**config.mk**
```make
export PLATFORM = sky130hd
export DESIGN_NAME = excl_local_monitor
export DESIGN_NICKNAME = d
export VERILOG_FILES = /design/src/rtl/exmon_pkg.sv /design/src/rtl/exmon_classify.sv /design/src/rtl/exmon_reservation.sv /design/src/rtl/exmon_verdict.sv /design/src/rtl/excl_local_monitor.sv
export SDC_FILE = /design/constraint.sdc
export NUM_CORES = 1
export LEC_CHECK = 0
export ABC_AREA = 1
export BUFFER_PORTS_ARGS = -buffer_cell sky130_fd_sc_hd__clkbuf_2
export CORE_ASPECT_RATIO = 1.75
export CORE_UTILIZATION = 50
export DETAILED_ROUTE_END_ITERATION = 8
export GPL_TIMING_DRIVEN = 0
export HOLD_SLACK_MARGIN = 0.1
export PLACE_DENSITY = 0.8
export SYNTH_ARGS = -nofsm -noshare
export SYNTH_HDL_FRONTEND = slang
export SYNTH_SLANG_ARGS = --single-unit
```
**constraint.sdc**
```tcl
create_clock -name clk -period 3.4 [get_ports clk]
set_clock_uncertainty 0.2 [all_clocks]
set_input_delay 0.17 -clock clk [delete_from_list [all_inputs] [get_ports clk]]
set_output_delay 0.17 -clock clk [all_outputs]
set_load 0.1 [all_outputs]
```
**src/rtl/exmon_pkg.sv**
```systemverilog
package exmon_pkg;

    typedef enum logic [1:0] {
        OP_LD  = 2'b00,
        OP_ST  = 2'b01,
        OP_LDX = 2'b10,
        OP_STX = 2'b11
    } exm_op_e;

    typedef enum logic [1:0] {
        SZ_NONE = 2'd0,
        SZ_BYTE = 2'd1,
        SZ_HALF = 2'd2,
        SZ_WORD = 2'd3
    } exm_size_e;

    typedef struct packed {
        logic      legal;
        exm_size_e size;
    } size_dec_t;

    // Classified request as seen by the reservation and verdict stages
    typedef struct packed {
        logic      vld;
        logic      plain;
        logic      ldx;
        logic      stx;
        logic      bad;
        exm_size_e size;
    } req_cls_t;

    localparam int BYTES_W = 3;

    function automatic size_dec_t decode_bytes(input logic [BYTES_W-1:0] b);
        size_dec_t d;
        d.legal = 1'b1;
        case (b)
            3'd0:    d.size = SZ_NONE;
            3'd1:    d.size = SZ_BYTE;
            3'd2:    d.size = SZ_HALF;
            3'd4:    d.size = SZ_WORD;
            default: begin
                d.size  = SZ_NONE;
                d.legal = 1'b0;
            end
        endcase
        return d;
    endfunction

    function automatic logic addr_aligned(input exm_size_e s, input logic [1:0] lo);
        logic ok;
        case (s)
            SZ_HALF: ok = (lo[0] == 1'b0);
            SZ_WORD: ok = (lo == 2'b00);
            default: ok = 1'b1;
        endcase
        return ok;
    endfunction

endpackage

```
**src/rtl/exmon_classify.sv**
```systemverilog
module exmon_classify
    import exmon_pkg::*;
(
    input  logic               req_valid,
    input  logic [1:0]         req_op,
    input  logic [1:0]         addr_lo,
    input  logic [BYTES_W-1:0] req_bytes,
    output req_cls_t           cls
);

    size_dec_t sdec;
    exm_op_e   op;
    logic      excl;

    always_comb begin
        op    = exm_op_e'(req_op);
        sdec  = decode_bytes(req_bytes);
        excl  = (op == OP_LDX) || (op == OP_STX);

        cls.vld   = req_valid;
        cls.plain = req_valid && !excl;
        cls.ldx   = req_valid && (op == OP_LDX);
        cls.stx   = req_valid && (op == OP_STX);
        cls.size  = sdec.size;
        // Illegal size or misalignment only matters for exclusive accesses
        cls.bad   = req_valid && excl &&
                    (!sdec.legal || !addr_aligned(sdec.size, addr_lo));
    end

endmodule

```
**src/rtl/exmon_reservation.sv**
```systemverilog
module exmon_reservation
    import exmon_pkg::*;
#(
    parameter int ADDR_W = 32
) (
    input  logic              clk,
    input  logic              rst,
    input  req_cls_t          cls,
    input  logic [ADDR_W-1:0] req_addr,
    output logic              excl_q,
    output logic              tag_match
);

    logic [ADDR_W-1:0] tag_addr_q;
    exm_size_e         tag_size_q;

    always_ff @(posedge clk) begin
        if (rst) begin
            excl_q     <= 1'b0;
            tag_addr_q <= '0;
            tag_size_q <= SZ_NONE;
        end else if (cls.ldx && !cls.bad) begin
            excl_q     <= 1'b1;
            tag_addr_q <= req_addr;
            tag_size_q <= cls.size;
        end else if (excl_q && (cls.plain || (cls.stx && !cls.bad))) begin
            excl_q     <= 1'b0;
            tag_addr_q <= '0;
            tag_size_q <= SZ_NONE;
        end
    end

    // Exact comparison: no address masking
    always_comb begin
        tag_match = excl_q && (req_addr == tag_addr_q) && (cls.size == tag_size_q);
    end

    AST_PLAIN_DROPS: assert property (@(posedge clk) disable iff (rst)
        cls.plain |=> !excl_q);

    AST_LDX_TAGS: assert property (@(posedge clk) disable iff (rst)
        (cls.ldx && !cls.bad) |=> (excl_q && tag_addr_q == $past(req_addr)));

    AST_BAD_KEEPS: assert property (@(posedge clk) disable iff (rst)
        cls.bad |=> ($stable(excl_q) && $stable(tag_addr_q)));

    AST_STX_OPENS: assert property (@(posedge clk) disable iff (rst)
        (cls.stx && !cls.bad) |=> !excl_q);

endmodule

```
**src/rtl/exmon_verdict.sv**
```systemverilog
module exmon_verdict
    import exmon_pkg::*;
(
    input  logic     clk,
    input  logic     rst,
    input  req_cls_t cls,
    input  logic     tag_match,
    input  logic     global_ok,
    output logic     rsp_valid,
    output logic     rsp_local_pass,
    output logic     rsp_commit,
    output logic     rsp_status,
    output logic     rsp_access_err
);

    logic pass_d;
    logic commit_d;

    always_comb begin
        pass_d   = cls.stx && !cls.bad && tag_match;
        commit_d = pass_d && global_ok;
    end

    always_ff @(posedge clk) begin
        if (rst) begin
            rsp_valid      <= 1'b0;
            rsp_local_pass <= 1'b0;
            rsp_commit     <= 1'b0;
            rsp_status     <= 1'b0;
            rsp_access_err <= 1'b0;
        end else begin
            rsp_valid      <= cls.vld;
            rsp_local_pass <= pass_d;
            rsp_commit     <= commit_d;
            rsp_status     <= cls.stx && !commit_d;
            rsp_access_err <= cls.bad;
        end
    end

    AST_RSP_TIMING: assert property (@(posedge clk) disable iff (rst)
        cls.vld |=> rsp_valid);

    AST_COMMIT_NEEDS_PASS: assert property (@(posedge clk) disable iff (rst)
        rsp_commit |-> (rsp_local_pass && rsp_valid));

    AST_COMMIT_STATUS: assert property (@(posedge clk) disable iff (rst)
        rsp_commit |-> !rsp_status);

    AST_ERR_NO_COMMIT: assert property (@(posedge clk) disable iff (rst)
        rsp_access_err |-> !rsp_commit);

endmodule

```
**src/rtl/excl_local_monitor.sv**
```systemverilog
module excl_local_monitor
    import exmon_pkg::*;
#(
    parameter int ADDR_W = 32
) (
    input  logic              clk,
    input  logic              rst,
    input  logic              req_valid,
    input  logic [1:0]        req_op,
    input  logic [ADDR_W-1:0] req_addr,
    input  logic [2:0]        req_bytes,
    input  logic              global_ok,
    output logic              rsp_valid,
    output logic              rsp_local_pass,
    output logic              rsp_commit,
    output logic              rsp_status,
    output logic              rsp_access_err,
    output logic              excl_held
);

    req_cls_t cls;
    logic     tag_match;

    exmon_classify u_classify (
        .req_valid (req_valid),
        .req_op    (req_op),
        .addr_lo   (req_addr[1:0]),
        .req_bytes (req_bytes),
        .cls       (cls)
    );

    exmon_reservation #(.ADDR_W(ADDR_W)) u_resv (
        .clk       (clk),
        .rst       (rst),
        .cls       (cls),
        .req_addr  (req_addr),
        .excl_q    (excl_held),
        .tag_match (tag_match)
    );

    exmon_verdict u_verdict (
        .clk            (clk),
        .rst            (rst),
        .cls            (cls),
        .tag_match      (tag_match),
        .global_ok      (global_ok),
        .rsp_valid      (rsp_valid),
        .rsp_local_pass (rsp_local_pass),
        .rsp_commit     (rsp_commit),
        .rsp_status     (rsp_status),
        .rsp_access_err (rsp_access_err)
    );

    AST_OPEN_STX_FAILS: assert property (@(posedge clk) disable iff (rst)
        (req_valid && req_op == 2'b11 && !excl_held) |=> (!rsp_local_pass && !excl_held));

    AST_IDLE_QUIET: assert property (@(posedge clk) disable iff (rst)
        !req_valid |=> !rsp_valid);

endmodule

```
==> metrics.md, run 1 <==
| Metric | Value |
|---|---|
| Outcome | `finished clean` |
| Met3 usage in global routing | `0.0457` |
| Starting utilization of the core area | `0.531` |
| Violation count after the first detailed-route iteration | `73` |
| CTS resizes | `0` |
| Nets@finish | `511` |
| Most frequent standard cell in the layout excluding fill and tap cells | `sky130_fd_sc_hd__nand2_1` |
| Global-route track usage on met2 | `0.519` |
| Max_slew headroom | `0.639` |
| Capture endpoint of the worst hold path | `u_resv.tag_addr_q[12]` |
| Initial antenna violation count | `0` |
| Start point of the worst min-delay path | `rst` |
| Dominant combinational cell family by area after synthesis | `simple AND/OR/NAND/NOR gates` |
| Clock slew at the register clock pins of the worst setup and hold paths | `80 ps` |
| Sum of negative setup slack | `0 ps` |
| Number of different library cells in the post-synthesis netlist | `22` |
| Pint | `0.772 mW` |
| CTS buffer count | `5` |
| Share of synthesized area occupied by flip-flops and latches | `0.360` |
| Width of the chip | `52.4 microns` |
| Overall track demand over capacity in global routing | `0.284` |
| Insertion delay of the later-clocked pin in the worst-skew pair | `290 ps` |
| Nature of the critical path startpoint | `input port` |
| Area of the core region | `4190 sq um` |
| Area share of xor/xnor cells in the synthesized design | `0.00787` |
| Number of warnings printed during yosys synthesis | `0` |
| Worst setup EP type | `flop` |
| F_max | `0.402 GHz` |
| Met1 routing resource usage after global routing | `0.283` |
| Residual DRC | `0` |
| Relative contribution of sequential cells to total power | `0.465` |
| Average size of a mapped cell | `6.15 sq um` |
| Type of the worst min-delay path | `input port to flop` |
| Crit Path Class | `input port to flop` |
| Final Hold Viols | `0` |
| Placement-stage cell area | `2510 sq um` |
| Detailed-router iteration count before antenna repair | `4` |
| Wire length reported by the detailed router | `6.03 mm` |
| Via count of the first global-routing pass | `2508` |
| Fraction of the mapped netlist area in simple logic gates | `0.381` |
| Adder and majority cell fraction of the synthesized area | `0` |
| R2R cell count | `5` |
| Hold buffer count at CTS | `56` |
| Power density of the placed cells | `325 nW/um^2` |
| Congestion Overflow GR | `0` |
| Row Count | `31` |
| Part of the power in the clock network | `0.374` |
| Unrepaired setup endpoints after global routing | `false` |
| Placer's final routability congestion estimate | `0.837` |
| Post-route fraction of the period consumed by the critical path | `0.731` |
| Net Sw Frac | `0.255` |
| Data arrival, critical path | `2460 ps` |
| HPWL after detailed placement | `3.99 mm` |
| Worst-Margin Slew | `545 ps` |
| Commonest non-fill, non-tap cells in the layout | `sky130_fd_sc_hd__nand2_1, sky130_fd_sc_hd__inv_1, sky130_fd_sc_hd__dlygate4sd3_1` |
| Number of instances on the worst hold path | `2` |
| Number of standard cells after synthesis | `362` |
| Number of buffers inserted by post-CTS setup repair | `0` |
| Die ar. | `4730 sq um` |
| Max-cap violation count | `0` |
| Post-Layout Inst Area | `3180 sq um` |
| ANT cells | `0` |
| Largest net degree at the start of global routing | `14` |
| Port buffer count | `45` |
| Antenna viol nets, final | `0` |
| Critical path data required time | `3370 ps` |
| Share of synthesized area spent on multiplexers | `0` |
| R2R Setup Slk | `1630 ps` |
| Peak fanout along the critical path | `10` |
| Share of cells above drive strength 1 | `0.157` |
| Capturing point of the worst reg2reg path | `u_resv.tag_addr_q[0]` |
| Synthesized-area fraction occupied by ao, oa, aoi and oai cells | `0.105` |
| Final min period | `2490 ps` |
| Share of power burned in combinational logic | `0.161` |
| Clock tree from TritonCTS | `built` |
| H-tree Lvls | `2` |
| Leakage dissipation | `1.54 nW` |
| Worst vdd rail ir drop | `0.402 mV` |
| Die H | `90.2 microns` |
| Routing layer with the top usage in global route | `met2` |
| TritonCTS sink count | `40` |
| Wire length of the first global-routing pass | `10.2 mm` |
| Endpoints failing setup | `0` |
| Final max-slew violation count | `0` |
| Summed instance area of the synthesized netlist | `2220 sq um` |
| Final worst-path setup slack | `913 ps` |
| Cell at the root of the clock tree | `sky130_fd_sc_hd__clkbuf_8` |
| Synthesized Nets | `403` |
| Area growth, synth to finish | `43.1%` |
| Crit Reg-Reg Startpoint | `u_resv.excl_q` |
| Net switching power of the design | `0.264 mW` |
| Post-Place Setup Slack | `1730 ps` |
| Register bit count reported by yosys | `40` |
| Avg Vias per Cell | `4.92` |
| Top-level I/O count | `47` |
| Average wire length per cell after detail routing | `11.6 microns` |
| Overall via count from detail_route | `2556` |
| Worst-case clock buffer depth | `2` |
per-layer routing:
metal / up-vias / wire (microns)
li1: 1330 / -
met1: 1154 / 2350
met2: 54 / 3300
met3: 18 / 160
met4: 0 / 221
met5: - / 0
cell usage after synthesis:
master                     count  share of area
sky130_fd_sc_hd__o21ai_0       7          0.016
sky130_fd_sc_hd__a21oi_1      34          0.076
sky130_fd_sc_hd__inv_1        57          0.096
sky130_fd_sc_hd__o211ai_1      1         0.0034
sky130_fd_sc_hd__buf_2         3         0.0067
sky130_fd_sc_hd__nand2_4       2          0.010
sky130_fd_sc_hd__inv_2         2         0.0034
sky130_fd_sc_hd__buf_6         6          0.030
sky130_fd_sc_hd__nor3_1        3         0.0067
sky130_fd_sc_hd__xor2_1        2         0.0079
sky130_fd_sc_hd__nand2_1     120           0.20
sky130_fd_sc_hd__clkbuf_1      4         0.0067
sky130_fd_sc_hd__nand4_1       1         0.0028
sky130_fd_sc_hd__dfxtp_1      40           0.36
sky130_fd_sc_hd__or2_2         2         0.0056
sky130_fd_sc_hd__nor2_1       33          0.056
sky130_fd_sc_hd__o211ai_2      1         0.0056
sky130_fd_sc_hd__nand3_2       1         0.0045
sky130_fd_sc_hd__clkinv_2      1         0.0022
sky130_fd_sc_hd__nand2_2       2         0.0056
sky130_fd_sc_hd__nand3_1      39          0.088
sky130_fd_sc_hd__a21oi_2       1         0.0039
worst max path at each step:
stage             startpoint               endpoint  slack (ps)  depth (start not counted)
4_1_cts         req_bytes[0]   u_resv.tag_addr_q[0]         980                         12
3_5_place_dp    req_bytes[2]  u_resv.tag_addr_q[19]        1730                         10
6_report        req_bytes[0]   u_resv.tag_addr_q[0]         910                         12
5_1_grt         req_bytes[0]   u_resv.tag_addr_q[0]         800                         12
3_3_place_gp   u_resv.excl_q   u_verdict.rsp_status        1740                          9
2_1_floorplan  u_resv.excl_q   u_verdict.rsp_status        1360                          9
critical path, stage by stage:
cell and delay (ps):
sky130_fd_sc_hd__dlygate4sd3_1 540, sky130_fd_sc_hd__clkbuf_2 120, sky130_fd_sc_hd__inv_1 70, sky130_fd_sc_hd__nand3_2 90, sky130_fd_sc_hd__o211ai_2 280, sky130_fd_sc_hd__nand2_2 120
sky130_fd_sc_hd__nand2_2 100, sky130_fd_sc_hd__nand2_4 90, sky130_fd_sc_hd__buf_6 160, sky130_fd_sc_hd__nand3_1 80, sky130_fd_sc_hd__a21oi_2 50, sky130_fd_sc_hd__dlygate4sd3_1 590
state kept, by name (all words and copies together) (netlist names):
signal and count:
u_resv.excl_q 1, u_resv.tag_addr_q 32, u_resv.tag_size_q 2, u_verdict.rsp_access_err 1, u_verdict.rsp_commit 1, u_verdict.rsp_local_pass 1
u_verdict.rsp_status 1, u_verdict.rsp_valid 1
layout make-up:
cell class | count | area (sq um)
Timing Repair Buffer | 101 | 786
Sequential cell | 40 | 801
Inverter | 60 | 226
Clock buffer | 5 | 68.8
Tap cell | 49 | 61.3
Clock inverter | 3 | 42.5
Multi-Input combinational cell | 249 | 1100
Fill cell | 339 | 1010
Buffer | 13 | 97.6
stage by stage:
stage / util / hold slack, ps / instances / power [mW]
floorplan: - / 90.5 / 362 / 0.568
global placement: 0.599 / 196 / 456 / 0.614
detailed placement: 0.599 / 213 / 456 / 0.617
CTS: 0.760 / 100 / 520 / 1.04
global route: 0.760 / 119 / 520 / 1.08
finish: 0.760 / 96.3 / 520 / 1.04
power groups by stage:
stage	sequential, mW	clock [mW]	combinational, mW
2_1_floorplan	0.503	0	0.0641
3_3_place_gp	0.492	0	0.122
3_5_place_dp	0.492	0	0.124
4_1_cts	0.481	0.393	0.164
5_1_grt	0.482	0.411	0.185
6_report	0.481	0.387	0.167
cell families after synthesis:
group,Yosys count
buffers and inverters,73
DFF,40
AOI/OAI and AO/OA,44
xor gates and xnor gates,2
and+or+nand+nor,203
(Power assumes the default switching activity.)
==> inputs of run 2 (changes only) <==
ABC_AREA = 0   (was 1)
PLACE_DENSITY = 0.82   (was 0.8)
clock period = 2.4 ns   (was 3.4 ns; I/O delays follow)
==> metrics.md, run 2 <==
| Metric | Value |
|---|---|
| Port buffer count | `43` |
| Number of warnings printed during yosys synthesis | `0` |
| Average wire length per cell after detail routing | `15.3 microns` |
| Max-cap violation count | `0` |
| Reg with most FFs | `u_resv.tag_addr_q` |
| Residual DRC | `0` |
| Detailed-router iteration count before antenna repair | `4` |
| Leakage dissipation | `1.12 nW` |
| CTS buffer count | `5` |
| Start point of the worst min-delay path | `req_addr[0]` |
| Number of standard cells after synthesis | `168` |
| Type of the worst min-delay path | `input port to flop` |
| Post-Layout Inst Area | `2620 sq um` |
| Crit Path Class | `input port to flop` |
| Post-route fraction of the period consumed by the critical path | `0.991` |
| Worst Hold Margin | `253 ps` |
| Outcome | `finished clean` |
| Biggest area consumer among synthesized cells | `sky130_fd_sc_hd__dfxtp_1` |
| Clock slew at the register clock pins of the worst setup and hold paths | `80 ps` |
| Worst vdd rail ir drop | `0.436 mV` |
| Crit Reg-Reg Startpoint | `u_resv.tag_addr_q[29]` |
| Cell at the root of the clock tree | `sky130_fd_sc_hd__clkbuf_8` |
| Die H | `80.9 microns` |
| Top cell type's share of synthesized area | `0.450` |
| FILL cells | `233` |
| Clock tree from TritonCTS | `built` |
| Overall track demand over capacity in global routing | `0.267` |
| Area of the core region | `3400 sq um` |
| Power density of the placed cells | `558 nW/um^2` |
| Wire length of the first global-routing pass | `7.27 mm` |
| Synthesized Nets | `209` |
| Top-level I/O count | `47` |
| Congestion Overflow GR | `0` |
| Share of cells above drive strength 1 | `0.261` |
| Width of the chip | `47.1 microns` |
| Commonest non-fill, non-tap cells in the layout | `sky130_fd_sc_hd__dlygate4sd3_1, sky130_fd_sc_hd__clkbuf_2, sky130_fd_sc_hd__dfxtp_1` |
| Nature of the critical path startpoint | `input port` |
| Placement-stage cell area | `2050 sq um` |
| Starting utilization of the core area | `0.524` |
| H-tree Lvls | `2` |
| Share of power burned in combinational logic | `0.157` |
| Flip-flop count of the largest register, all copies and words added | `32` |
| Relative contribution of sequential cells to total power | `0.469` |
| Number of different library cells in the post-synthesis netlist | `30` |
| Avg Vias per Cell | `5.46` |
| Most frequent standard cell in the layout excluding fill and tap cells | `sky130_fd_sc_hd__dlygate4sd3_1` |
| Largest regs | `u_resv.tag_addr_q (32), u_resv.tag_size_q (2)` |
| Via count of the first global-routing pass | `1702` |
| Dominant register cell in the synthesized netlist | `sky130_fd_sc_hd__dfxtp_1` |
| Initial antenna violation count | `0` |
| Die ar. | `3810 sq um` |
| Worst-Margin Slew | `540 ps` |
| Insertion delay of the later-clocked pin in the worst-skew pair | `300 ps` |
| Cell with the most instances after synthesis | `sky130_fd_sc_hd__dfxtp_1` |
| Net Sw Frac | `0.244` |
| Number of enable-type register cells in the synthesized netlist | `0` |
| Data arrival, critical path | `2420 ps` |
| Peak fanout along the critical path | `3` |
| List of cells traversed by the critical path | `dlygate4sd3_1 -> clkbuf_2 -> xnor2_1 -> nand4_1 -> nor4_2 -> nand4_1 -> nor3_1 -> dlygate4sd3_1` |
| Antenna viol nets, final | `0` |
| Largest net degree at the start of global routing | `13` |
| Average size of a mapped cell | `10.6 sq um` |
| Worst setup EP type | `flop` |
| Part of the power in the clock network | `0.374` |
| Number of buffers inserted by post-CTS setup repair | `0` |
| Register bit count reported by yosys | `40` |
| TritonCTS sink count | `40` |
| Proportion of synthesized flip-flops having asynchronous set or reset | `0` |
| Area growth, synth to finish | `47.2%` |
| Critical path's largest stage delay | `560 ps` |
| Launching instance or port of the critical path | `req_addr[25]` |
| Endpoints failing setup | `0` |
| Violation count after the first detailed-route iteration | `31` |
| ANT cells | `0` |
| Placer's final routability congestion estimate | `0.788` |
| Leading cell types by count after synthesis | `sky130_fd_sc_hd__dfxtp_1, sky130_fd_sc_hd__a22o_1, sky130_fd_sc_hd__xnor2_1` |
| HPWL after detailed placement | `2.69 mm` |
| Summed instance area of the synthesized netlist | `1780 sq um` |
| Nets@finish | `301` |
| Final min period | `2380 ps` |
| Wire length reported by the detailed router | `4.69 mm` |
| Final max-slew violation count | `0` |
| Critical path data required time | `2440 ps` |
| Pint | `1.10 mW` |
| Cell with the largest stage delay on the worst path | `sky130_fd_sc_hd__dlygate4sd3_1` |
| Overall via count from detail_route | `1671` |
| Final Hold Viols | `0` |
| Share of synthesized area occupied by flip-flops and latches | `0.450` |
| F_max | `0.420 GHz` |
| Cells taking the most area after synthesis | `sky130_fd_sc_hd__dfxtp_1, sky130_fd_sc_hd__a22o_1, sky130_fd_sc_hd__xnor2_1` |
| Worst-case clock buffer depth | `2` |
| Net switching power of the design | `0.356 mW` |
| Row Count | `28` |
| Max_slew headroom | `0.641` |
run 2: cell count changes after synthesis, moves of 9 or more:
| cell | change |
|---|---|
| sky130_fd_sc_hd__nand2_1 | -120 |
| sky130_fd_sc_hd__xor2_1 | +9 |
| sky130_fd_sc_hd__a22o_1 | +34 |
| sky130_fd_sc_hd__inv_1 | -49 |
| sky130_fd_sc_hd__nor2_1 | -27 |
| sky130_fd_sc_hd__xnor2_1 | +18 |
| sky130_fd_sc_hd__a21oi_1 | -31 |
| sky130_fd_sc_hd__nand3_1 | -38 |
run 2: cell type report:
cell class	instances	area, sq um	share of cell area
clock buffers	6	72.6	0.0277
multi-input cells	110	897	0.343
clock inverters	2	35.0	0.0134
plain buffers	10	86.3	0.0330
well taps	45	56.3	0.0215
inverters	8	30.0	0.0115
repair buffers	85	641	0.245
flip-flops and latches	40	801	0.306
run 2: kinds of logic after synthesis:
kind of cell / Yosys count / synth area share
buffers and inverters: 18 / 0.0654
and+or+nand+nor: 34 / 0.124
xor gates and xnor gates: 29 / 0.143
AOI/OAI and AO/OA: 46 / 0.212
adders and majority gates: 1 / 0.00563
DFF: 40 / 0.450
run 2: critical path: cells and delay by family:
family                    cells  cell delay [ps]
and+or+nand+nor               4              910
xor gates and xnor gates      1              150
buffers and inverters         3             1240
run 2: power groups by stage:
stage          Clock (mW)  Combinational [mW]  Sequential (mW)
5_1_grt             0.563               0.247            0.687
3_5_place_dp            0               0.165            0.700
4_1_cts             0.551               0.219            0.684
3_3_place_gp            0               0.163            0.700
2_1_floorplan           0              0.0853            0.716
6_report            0.546               0.230            0.685
run 2: worst paths after layout:
kind,end,depth (start not counted),slack (ps)
hold / removal,u_verdict.rsp_local_pass,6,250
hold reg to reg,u_resv.tag_addr_q[0],1,300
setup reg to reg,u_verdict.rsp_commit,6,150
setup / recovery,u_verdict.rsp_commit,8,20
run 2: through the flow:
step / setup WS [ps] / cells / power, mW / util / TNS [ps]
finish: 21.5 / 306 / 1.46 / 0.771 / 0
global route: -64.2 / 306 / 1.50 / 0.771 / -64.2
CTS: 44.7 / 307 / 1.45 / 0.762 / 0
detailed placement: 548 / 256 / 0.865 / 0.603 / 0
global placement: 568 / 256 / 0.863 / 0.603 / 0
floorplan: 359 / 168 / 0.801 / - / 0
run 2: routing by layer:
metal	GRT usage	wire (microns)
met5	0	0
met4	0.157	174
met3	0.0667	194
met2	0.435	2560
met1	0.300	1760
run 2: what timing repair did:
| item | CTS | global route |
|---|---|---|
| hold buffers | 43 | 0 |
| endpoints found under the hold margin | 40 | 0 |
| endpoints found under the setup margin | 0 | 1 |
| gates resized for setup | 0 | 5 |
